## config.mk

```make
export PLATFORM = sky130hd
export DESIGN_NAME = xsched_top
export DESIGN_NICKNAME = d
export VERILOG_FILES = /design/src/rtl/xsched_pkg.sv /design/src/rtl/xsched_frame_timer.sv /design/src/rtl/xsched_table_ram.sv /design/src/rtl/xsched_bank_ctrl.sv /design/src/rtl/xsched_map_drive.sv /design/src/rtl/xsched_top.sv
export SDC_FILE = /design/constraint.sdc
export NUM_CORES = 1
export LEC_CHECK = 0
export CAP_MARGIN = 20
export CORE_MARGIN = 2
export CORE_UTILIZATION = 40
export CTS_CLUSTER_DIAMETER = 100
export DETAILED_ROUTE_END_ITERATION = 16
export GPL_TIMING_DRIVEN = 0
export HOLD_SLACK_MARGIN = 0.03
export PLACE_DENSITY = 0.6
export SLEW_MARGIN = 10
export SYNTH_ARGS = -nofsm -noshare
export SYNTH_HDL_FRONTEND = slang
export SYNTH_SLANG_ARGS = --single-unit
```

## constraint.sdc

```tcl
create_clock -name clk -period 1.9 [get_ports clk]
set_input_delay 0.38 -clock clk [delete_from_list [all_inputs] [get_ports clk]]
set_output_delay 0.38 -clock clk [all_outputs]
set_load 0.05 [all_outputs]
```

## src/rtl/xsched_pkg.sv

```systemverilog
package xsched_pkg;
  // width of an index able to address v items, never below one bit
  function automatic int xs_w(input int v);
    return (v < 2) ? 1 : $clog2(v);
  endfunction
endpackage

```

## src/rtl/xsched_frame_timer.sv

```systemverilog
module xsched_frame_timer #(
  parameter int FPS         = 4,
  parameter int FRAME_CYC   = 16,
  parameter int GUARD_CYC   = 4,
  parameter int LOSS_FRAMES = 2,
  parameter int SLOT_W      = 2,
  parameter int CYC_W       = 4
) (
  input  logic              clk,
  input  logic              rst,
  input  logic              pps_in,
  output logic [SLOT_W-1:0] frame_idx,
  output logic [SLOT_W-1:0] next_slot,
  output logic              in_guard,
  output logic              sync_lost,
  output logic              pps_rise,
  output logic              second_start,
  output logic              lookup
);
  localparam int GUARD_START = FRAME_CYC - GUARD_CYC;
  localparam int LOOK_AT     = GUARD_START - 2;
  localparam int LIM         = FPS + LOSS_FRAMES;
  localparam int CNT_W       = $clog2(LIM + 1);

  logic [CYC_W-1:0]  cyc_q, cyc_d;
  logic [SLOT_W-1:0] frm_q, frm_d;
  logic [CNT_W-1:0]  miss_q, miss_d;
  logic              lost_q, lost_d;
  logic              pps_q, guard_q;
  logic              frame_end, last_frame;

  assign pps_rise     = pps_in & ~pps_q;
  assign frame_end    = (cyc_q == CYC_W'(FRAME_CYC - 1));
  assign last_frame   = (frm_q == SLOT_W'(FPS - 1));
  assign second_start = pps_rise | (frame_end & last_frame);
  assign next_slot    = last_frame ? '0 : frm_q + 1'b1;
  assign lookup       = ~pps_rise & (cyc_q == CYC_W'(LOOK_AT));

  always_comb begin
    cyc_d  = cyc_q + 1'b1;
    frm_d  = frm_q;
    miss_d = miss_q;
    lost_d = lost_q;
    if (pps_rise) begin
      cyc_d  = '0;
      frm_d  = '0;
      miss_d = '0;
      lost_d = 1'b0;
    end else if (frame_end) begin
      cyc_d = '0;
      frm_d = next_slot;
      if (miss_q != CNT_W'(LIM)) miss_d = miss_q + 1'b1;
      if (miss_q == CNT_W'(LIM - 1)) lost_d = 1'b1;
    end
  end

  always_ff @(posedge clk) begin
    if (rst) begin
      cyc_q   <= '0;
      frm_q   <= '0;
      miss_q  <= '0;
      lost_q  <= 1'b0;
      pps_q   <= 1'b0;
      guard_q <= 1'b0;
    end else begin
      cyc_q   <= cyc_d;
      frm_q   <= frm_d;
      miss_q  <= miss_d;
      lost_q  <= lost_d;
      pps_q   <= pps_in;
      guard_q <= (cyc_d >= CYC_W'(GUARD_START));
    end
  end

  assign frame_idx = frm_q;
  assign in_guard  = guard_q;
  assign sync_lost = lost_q;
endmodule

```

## src/rtl/xsched_table_ram.sv

```systemverilog
module xsched_table_ram #(
  parameter int ENTRY_W = 12,
  parameter int ADDR_W  = 3
) (
  input  logic               clk,
  input  logic               we,
  input  logic [ADDR_W-1:0]  waddr,
  input  logic [ENTRY_W-1:0] wdata,
  input  logic               re,
  input  logic [ADDR_W-1:0]  raddr,
  output logic [ENTRY_W-1:0] rdata
);
  localparam int DEPTH = 2 ** ADDR_W;

  logic [ENTRY_W-1:0] mem [DEPTH];

  always_ff @(posedge clk) begin
    if (we) mem[waddr] <= wdata;
  end

  always_ff @(posedge clk) begin
    if (re) rdata <= mem[raddr];
  end
endmodule

```

## src/rtl/xsched_bank_ctrl.sv

```systemverilog
module xsched_bank_ctrl (
  input  logic clk,
  input  logic rst,
  input  logic commit,
  input  logic lookup,
  input  logic slot_zero,
  input  logic second_start,
  output logic active_bank,
  output logic rd_bank
);
  logic act_q, pend_q, armed_q;

  // the frame-0 map is read from the table that will be active in frame 0
  assign rd_bank     = (slot_zero & pend_q) ? ~act_q : act_q;
  assign active_bank = act_q;

  always_ff @(posedge clk) begin
    if (rst) begin
      act_q   <= 1'b0;
      pend_q  <= 1'b0;
      armed_q <= 1'b0;
    end else if (second_start) begin
      armed_q <= 1'b0;
      if (armed_q) begin
        act_q  <= ~act_q;
        pend_q <= commit;
      end else if (commit) begin
        pend_q <= 1'b1;
      end
    end else begin
      if (commit) pend_q <= 1'b1;
      if (lookup & slot_zero) armed_q <= pend_q;
    end
  end
endmodule

```

## src/rtl/xsched_map_drive.sv

```systemverilog
module xsched_map_drive #(
  parameter int NPORT = 4,
  parameter int SEL_W = 2
) (
  input  logic                       clk,
  input  logic                       rst,
  input  logic                       load_req,
  input  logic                       abort,
  input  logic [NPORT*(SEL_W+1)-1:0] entry,
  output logic [NPORT*SEL_W-1:0]     cfg_sel,
  output logic [NPORT-1:0]           cfg_en,
  output logic                       cfg_update
);
  localparam int FW = SEL_W + 1;

  logic ld_q, upd_q, take;

  assign take = ld_q & ~abort;

  always_ff @(posedge clk) begin
    if (rst) begin
      ld_q  <= 1'b0;
      upd_q <= 1'b0;
    end else begin
      ld_q  <= load_req;
      upd_q <= take;
    end
  end

  for (genvar p = 0; p < NPORT; p++) begin : g_port
    logic [SEL_W-1:0] sel_r;
    logic             en_r;
    logic             f_en;

    assign f_en = entry[p*FW + SEL_W];

    always_ff @(posedge clk) begin
      if (rst) begin
        sel_r <= '0;
        en_r  <= 1'b0;
      end else if (take) begin
        en_r  <= f_en;
        sel_r <= f_en ? entry[p*FW +: SEL_W] : '0;
      end
    end

    assign cfg_sel[p*SEL_W +: SEL_W] = sel_r;
    assign cfg_en[p]                 = en_r;
  end

  assign cfg_update = upd_q;
endmodule

```

## src/rtl/xsched_top.sv

```systemverilog
module xsched_top
  import xsched_pkg::*;
#(
  parameter int NPORT       = 4,
  parameter int FPS         = 4,
  parameter int FRAME_CYC   = 16,
  parameter int GUARD_CYC   = 4,
  parameter int LOSS_FRAMES = 2,
  localparam int SEL_W      = xs_w(NPORT),
  localparam int SLOT_W     = xs_w(FPS),
  localparam int ENTRY_W    = NPORT * (SEL_W + 1)
) (
  input  logic                   clk,
  input  logic                   rst,
  input  logic                   pps_in,
  input  logic                   wr_en,
  input  logic [SLOT_W-1:0]      wr_slot,
  input  logic [ENTRY_W-1:0]     wr_data,
  input  logic                   commit,
  output logic [NPORT*SEL_W-1:0] cfg_sel,
  output logic [NPORT-1:0]       cfg_en,
  output logic                   cfg_update,
  output logic [SLOT_W-1:0]      frame_idx,
  output logic                   in_guard,
  output logic                   sync_lost
);
  localparam int CYC_W  = xs_w(FRAME_CYC);
  localparam int ADDR_W = SLOT_W + 1;

  logic [SLOT_W-1:0]  next_slot;
  logic               pps_rise, second_start, lookup;
  logic               active_bank, rd_bank;
  logic [ENTRY_W-1:0] rd_entry;

  xsched_frame_timer #(
    .FPS(FPS), .FRAME_CYC(FRAME_CYC), .GUARD_CYC(GUARD_CYC),
    .LOSS_FRAMES(LOSS_FRAMES), .SLOT_W(SLOT_W), .CYC_W(CYC_W)
  ) u_timer (
    .clk(clk), .rst(rst), .pps_in(pps_in),
    .frame_idx(frame_idx), .next_slot(next_slot), .in_guard(in_guard),
    .sync_lost(sync_lost), .pps_rise(pps_rise),
    .second_start(second_start), .lookup(lookup)
  );

  xsched_bank_ctrl u_bank (
    .clk(clk), .rst(rst), .commit(commit), .lookup(lookup),
    .slot_zero(next_slot == '0), .second_start(second_start),
    .active_bank(active_bank), .rd_bank(rd_bank)
  );

  xsched_table_ram #(.ENTRY_W(ENTRY_W), .ADDR_W(ADDR_W)) u_ram (
    .clk(clk),
    .we(wr_en), .waddr({~active_bank, wr_slot}), .wdata(wr_data),
    .re(lookup), .raddr({rd_bank, next_slot}), .rdata(rd_entry)
  );

  xsched_map_drive #(.NPORT(NPORT), .SEL_W(SEL_W)) u_drive (
    .clk(clk), .rst(rst), .load_req(lookup), .abort(pps_rise),
    .entry(rd_entry), .cfg_sel(cfg_sel), .cfg_en(cfg_en),
    .cfg_update(cfg_update)
  );
endmodule

```

## Yosys cells after proc, flatten, opt, wreduce, memory -nomap -nowiden

Memory sizes are Yosys's and may differ from the RTL's. A register that Yosys moved wholly into a read port is not among the register bits.
Cells that the tools add are included.

| word-level totals | value |
|---|---|
| register bits after elaboration | 29 |
| RAM bits | 96 |
| input port bits | 19 |
| output and inout port bits | 17 |
| logic and storage cells | 58 |
| memories kept | 1 |

Memories:

| memory | words | width | read ports | clocked after Yosys merged registers in | write ports | line | RTL |
|---|---|---|---|---|---|---|---|
| u_ram.mem | 8 | 12 | 1 | 1 | 1 | xsched_table_ram.sv:15 | `logic [ENTRY_W-1:0] mem [DEPTH];` |

| operators by class | value |
|---|---|
| add/sub/neg operators | 3 |
| order comparisons | 1 |
| equality and inequality tests | 5 |
| muxes and demuxes | 13 |
| bitwise logic cells | 10 |
| reduce and logical (&&, ||, !) cells | 6 |

Operator list:

| cell | number |
|---|---|
| two-way mux 2 bit | 5 |
| equality test 4 bit (second input constant) | 2 |
| two-way mux 4 bit | 2 |
| AND 1 bit | 6 |
| two-way mux 1 bit | 6 |
| AND reduction 2 bit | 3 |
| adder 4 x 1 -> 4 bit (second input constant) | 1 |
| greater-or-equal comparator 4 bit (second input constant) | 1 |
| OR reduction 2 bit | 2 |
| adder 3 x 1 -> 3 bit (second input constant) | 1 |
| equality test 3 bit (second input constant) | 1 |
| inequality test 3 bit (second input constant) | 1 |
| NOT 1 bit | 3 |
| adder 2 x 1 -> 2 bit (second input constant) | 1 |
| equality test 2 bit (second input constant) | 1 |
| zero test 2 bit | 1 |
| bitwise OR 1 bit | 1 |

## Logic depth before layout (Yosys ltp)

Gate-level depths: netlist (run 1).

| depth | value |
|---|---|
| depth after elaboration | 5 |
| depth in mapped cells | 5 |
| mapped depth without buffers | 5 |

## By module

A second synthesis (run 1) with hierarchy kept.

| second synthesis, totals | value |
|---|---|
| cells, all modules | 301 |
| area, all modules | 5,340.1 µm² |

By module, submodules not included:

| module | times used | cells each | area an instance (µm²) | seq. area each (µm²) |
|---|---|---|---|---|
| xsched_table_ram | 1 | 164 | 4,107.7 | 3,243.1 |
| xsched_frame_timer | 1 | 61 | 574.3 | 240.2 |
| xsched_map_drive | 1 | 61 | 510.5 | 280.3 |
| xsched_bank_ctrl | 1 | 13 | 140.1 | 60.1 |
| xsched_top | 1 | 2 | 7.5 | 0.0 |

## Least setup slack after synthesis (run 1)

OpenSTA, ideal clock, no wires.

| path | value |
|---|---|
| kind | register to register |
| start | register u_timer.frm_q[0] (netlist: u_timer.frame_idx[0]) |
| end | register u_ram.rdata[0], read port of u_ram.mem, data pin |
| library setup time | 0.260 ns |
| data arrival time | 1.956 ns |
| required time | 1.640 ns |
| path slack | -0.317 ns |
| cell stages (with the launch flop) | 6 |
| buffers on the path | 2 |
| period minus slack after synthesis | 2.217 ns |
| cell sequence | dfxtp_1 -> ha_1 -> buf_2 -> clkbuf_1 -> mux4_2 -> mux2_4 |

| between the ends | value |
|---|---|
| word-level cells in the longest chain between the ends | 5 |
| elaborated cells between the ends (all ways) | 6 |
| classes of those cells | add/sub (1); eq/ne (1); mux (2); bitwise (1); reduce/logical (1) |

RTL lines:

| item | line | RTL |
|---|---|---|
| start, declared | xsched_frame_timer.sv:26 | `logic [SLOT_W-1:0] frm_q, frm_d;` |
| start signal, assigned | xsched_frame_timer.sv:67 | `frm_q <= frm_d;` |
| adder 2 x 1 -> 2 bit / equality test 2 bit (equally long branches) | xsched_frame_timer.sv:36, xsched_frame_timer.sv:34 |  |
| two-way mux 2 bit * | xsched_frame_timer.sv:36 | `assign next_slot = last_frame ? '0 : frm_q + 1'b1;` |
| named net next_slot[1] | xsched_top.sv:30 | `logic [SLOT_W-1:0] next_slot;` |
| zero test 2 bit | xsched_top.sv:47 | `.slot_zero(next_slot == '0), .second_start(second_start),` |
| AND 1 bit | xsched_bank_ctrl.sv:14 | `assign rd_bank = (slot_zero & pend_q) ? ~act_q : act_q;` |
| two-way mux 1 bit | xsched_bank_ctrl.sv:14 |  |
| end, declared | xsched_table_ram.sv:11 | `output logic [ENTRY_W-1:0] rdata` |

Mark *: on every way through the listed nets, which the timed path passes. The rest lies on a longest branch.
A chain may end at the register's enable or synchronous reset.

## Worst setup path in the final report (run 1)

| path | value |
|---|---|
| start | register u_timer.frm_q[1] (netlist: u_timer.frame_idx[1]) |
| end | register u_ram.rdata[8], read port of u_ram.mem, data pin |

Same word-level chain as after synthesis.

==> impl_metrics.tcl, run 1 <==
set metrics [dict create \
    fmax_mhz 539.2 \
    post_cts_buffers 0 \
    power_mw 6.542 \
    grt_start_max_net_pins 17 \
    critPathLaunchType "register" \
    vias 2883 \
    core_area_sq_um 13190 \
    skew_ns 0.008995 \
    fin_area_sq_um 6613 \
    dieHeight_um 119.8 \
    instances_no_fill 564 \
    synthCells 314 \
    yosysUniqueCellTypes 37 \
    post-place-ws_ns -0.5932 \
    cts-root-buf "clkbuf_16" \
    worst_ep_required_time_ns 2.07 \
    power_density_nw_per_um2 989.3 \
    reg2reg_slack_ns 0.05 \
    syn_nets 339 \
    slew_headroom_pct 45.30 \
    ys_ff_latch 137 \
    place.gp.congestion 0.7443 \
    drive_gt1_share_pct 23.71 \
    grt_overflow_total 0 \
    grt_pass1_vias 2984 \
    dp_hpwl_mm 6.930 \
    area_delta_synth_final_pct 23.37 \
    crit_chain "ha_1, buf_4, buf_6, mux4_2, mux2_2" \
    yosys_warnings 0 \
    rsz0062_at_grt "yes" \
    path_clk_slew_ns 0.06 \
    cts_buffers 17 \
    hold_class "in -> reg" \
    clock-sinks 137 \
    initial_core_util_pct 40.64 \
    placed_area_sq_um 6015 \
    ios 36 \
    synth_edf_count 108 \
    leakagePower_nw 2.259 \
    grt_use_total_pct 15.33 \
    tritoncts "built" \
    maxCapViolCount 0 \
    syn_avg_cell_area_sq_um 17.07 \
    io_buffers 34 \
    seq_area_frac_synth_pct 71.34 \
    drt-wirelength-per-cell_um 18.07 \
    hold-worst-slack_ns 0.3484 \
    ant_nets 0 \
    peakVddDrop_uv 675.3 \
    clk_path_buf_depth 2 \
    dp_cells 532 \
    crit_path_max_fanout 10 \
    die-area_sq_um 14340 \
    drt_iter0_drc 292 \
    async_flop_share_pct 0 \
    arrival_ns 2.02 \
    cp-end-kind "register" \
    tightest_slew_ns 0.8160 \
    critPathMaxStageDelay_ns 0.35 \
    n_fill_cell 1127 \
    fin_crit_sh_pct 97.60 \
    finalHoldViolations 0 \
    dominantRegCellSynth "edfxtp_1" \
    remaining_drc_errors 0 \
    setup_viol 0 \
    setup_ws_ns 0.04556 \
    min_period_ns 1.854 \
    grt_pass1_wl_mm 15.87 \
    outcome "complete, no violations" \
    vias_per_cell 5.112 \
    rows 42 \
    slew_viol_final 0 \
    htree_levels 4 \
    n_antenna_cell 0 \
    fp.dieW_um 119.8 \
    critPathKind "reg -> reg" \
    clkLatencyLatePin_ns 0.43 \
    firstDrtPassIters 4 \
    nets 401 \
    antenna_found_initial 0 \
    crit_path_top_delay_cell "dfxtp_4" \
    drt_wl_total_mm 10.19 \
    syn_area_sq_um 5360 \
]
## timing repair
action,4_1_cts,5_1_grt
resized for setup,26,6
gates cloned,0,1
hold buffers,0,0
endpoints found under the setup margin,46,24
## cells in the mapped netlist, types with 2 or more instances
master    number  area, sq um
edfxtp_1     108         3243
dfxtp_1       29        580.6
mux4_2        20        450.4
a21oi_1       18        90.09
nor2_1        14        52.55
o21ai_0       12        60.06
nand2_1       11        41.29
nand4_1       11        68.82
mux2_4         9        135.1
nand3_1        9        45.04
clkbuf_1       8        30.03
ha_1           6        75.07
inv_1          6        22.52
nor3_1         6        30.03
buf_2          5        25.02
buf_4          5        37.54
nand2b_1       5        31.28
a31oi_1        4        25.02
mux4_1         4        105.1
mux2_2         3        33.78
nor2b_1        3        18.77
a311oi_1       2        17.52
buf_6          2        22.52
## layer usage
layer / routed length (um) / track usage, % / vias up
li1: - / - / 1358
met3: 355 / 4.040 / 13
met4: 197 / 7.500 / 0
met1: 4446 / 18.67 / 1450
met5: 0 / 0 / -
met2: 5192 / 25.39 / 62
## worst max-delay path, delay by kind of cell, from the launching register on
| family | cells | cell delay, ns |
|---|---|---|
| buffers and inverters | 2 | 0.36 |
| DFF | 1 | 0.35 |
| muxes | 2 | 0.61 |
| adders and majority gates | 1 | 0.27 |
## registers in the layout, summed over array words and instances (netlist names)
register              count
u_timer.sync_lost         1
u_timer.in_guard          1
u_bank.pend_q             1
u_ram.mem                96
u_timer.cyc_q             4
u_timer.frame_idx         2
u_drive.cfg_update        1
u_bank.active_bank        1
u_drive.g_port.en_r       4
u_ram.rdata              12
u_drive.ld_q              1
u_bank.armed_q            1
u_timer.pps_q             1
u_timer.miss_q            3
u_drive.g_port.sel_r      8
## logic make-up (layout without fill, tap and decap cells)
group	count (synthesis)	in the layout	share of synthesized area, %
flops	137	137	71.34
simple gates	65	65	6.186
compound gates	39	39	4.039
mux	37	37	13.70
buf+inv	28	102	3.011
fa+ha+maj	6	6	1.401
xor+xnor	2	2	0.3269
## worst paths after layout
| kind | from | endpoint | cells past startpoint |
|---|---|---|---|
| worst max-delay path | u_timer.frame_idx[1] | u_ram.rdata[8] | 5 |
| worst min-delay path | rst | u_timer.pps_q | 2 |
| worst max register to register | u_timer.frame_idx[1] | u_ram.rdata[8] | 5 |
| worst min register to register | u_timer.sync_lost | u_timer.sync_lost | 2 |
## power breakdown
group          total, mW  internal, mW  switching, mW
clock               3.11          1.91           1.20
sequential          3.28          3.27         0.0123
combinational      0.148        0.0583         0.0901
## through the flow
stage,TNS (ns),util [%]
final,0,50.13
after global placement,-74.60,44.95
after CTS,0,49.94
after global routing,-0.2325,50.13
after floorplan,0,-
after detailed placement,-32.25,45.60
## final cells by class
cell class | instances | area (sq um) | area share, %
Buffer | 22 | 162.7 | 2.460
Clock buffer | 19 | 432.9 | 6.547
Clock inverter | 12 | 127.6 | 1.930
Inverter | 6 | 22.52 | 0.3406
Multi-Input combinational cell | 149 | 1414 | 21.38
Sequential cell | 137 | 3831 | 57.94
Tap cell | 176 | 220.2 | 3.330
Timing Repair Buffer | 43 | 401.6 | 6.074
## layout by cell type (no fill, tap or decap), types with 3 or more instances in the layout
cell	Yosys	routed
clkbuf_1	8	9
nor3_1	6	4
mux2_4	9	9
dfxtp_1	29	27
ha_1	6	6
nor2_1	14	12
nand3_1	9	9
a21oi_1	18	18
inv_1	6	6
edfxtp_1	108	108
mux2_2	3	3
o21ai_0	12	12
mux4_2	20	20
a31oi_1	4	4
buf_6	2	8
nand2_1	11	10
mux4_1	4	4
clkinvlp_4	0	5
clkbuf_16	0	17
buf_4	5	10
dlygate4sd2_1	0	17
nand2b_1	5	5
buf_2	5	3
nand4_1	11	11
clkdlybuf4s50_1	0	17
(Power assumes the default switching activity.)
==> run 2, diff against run 1 <==
- ABC_CLOCK_PERIOD_IN_PS: not set -> 1900
==> results of run 2 <==
Final layout, timing and power as in run 1 (identical DEF).
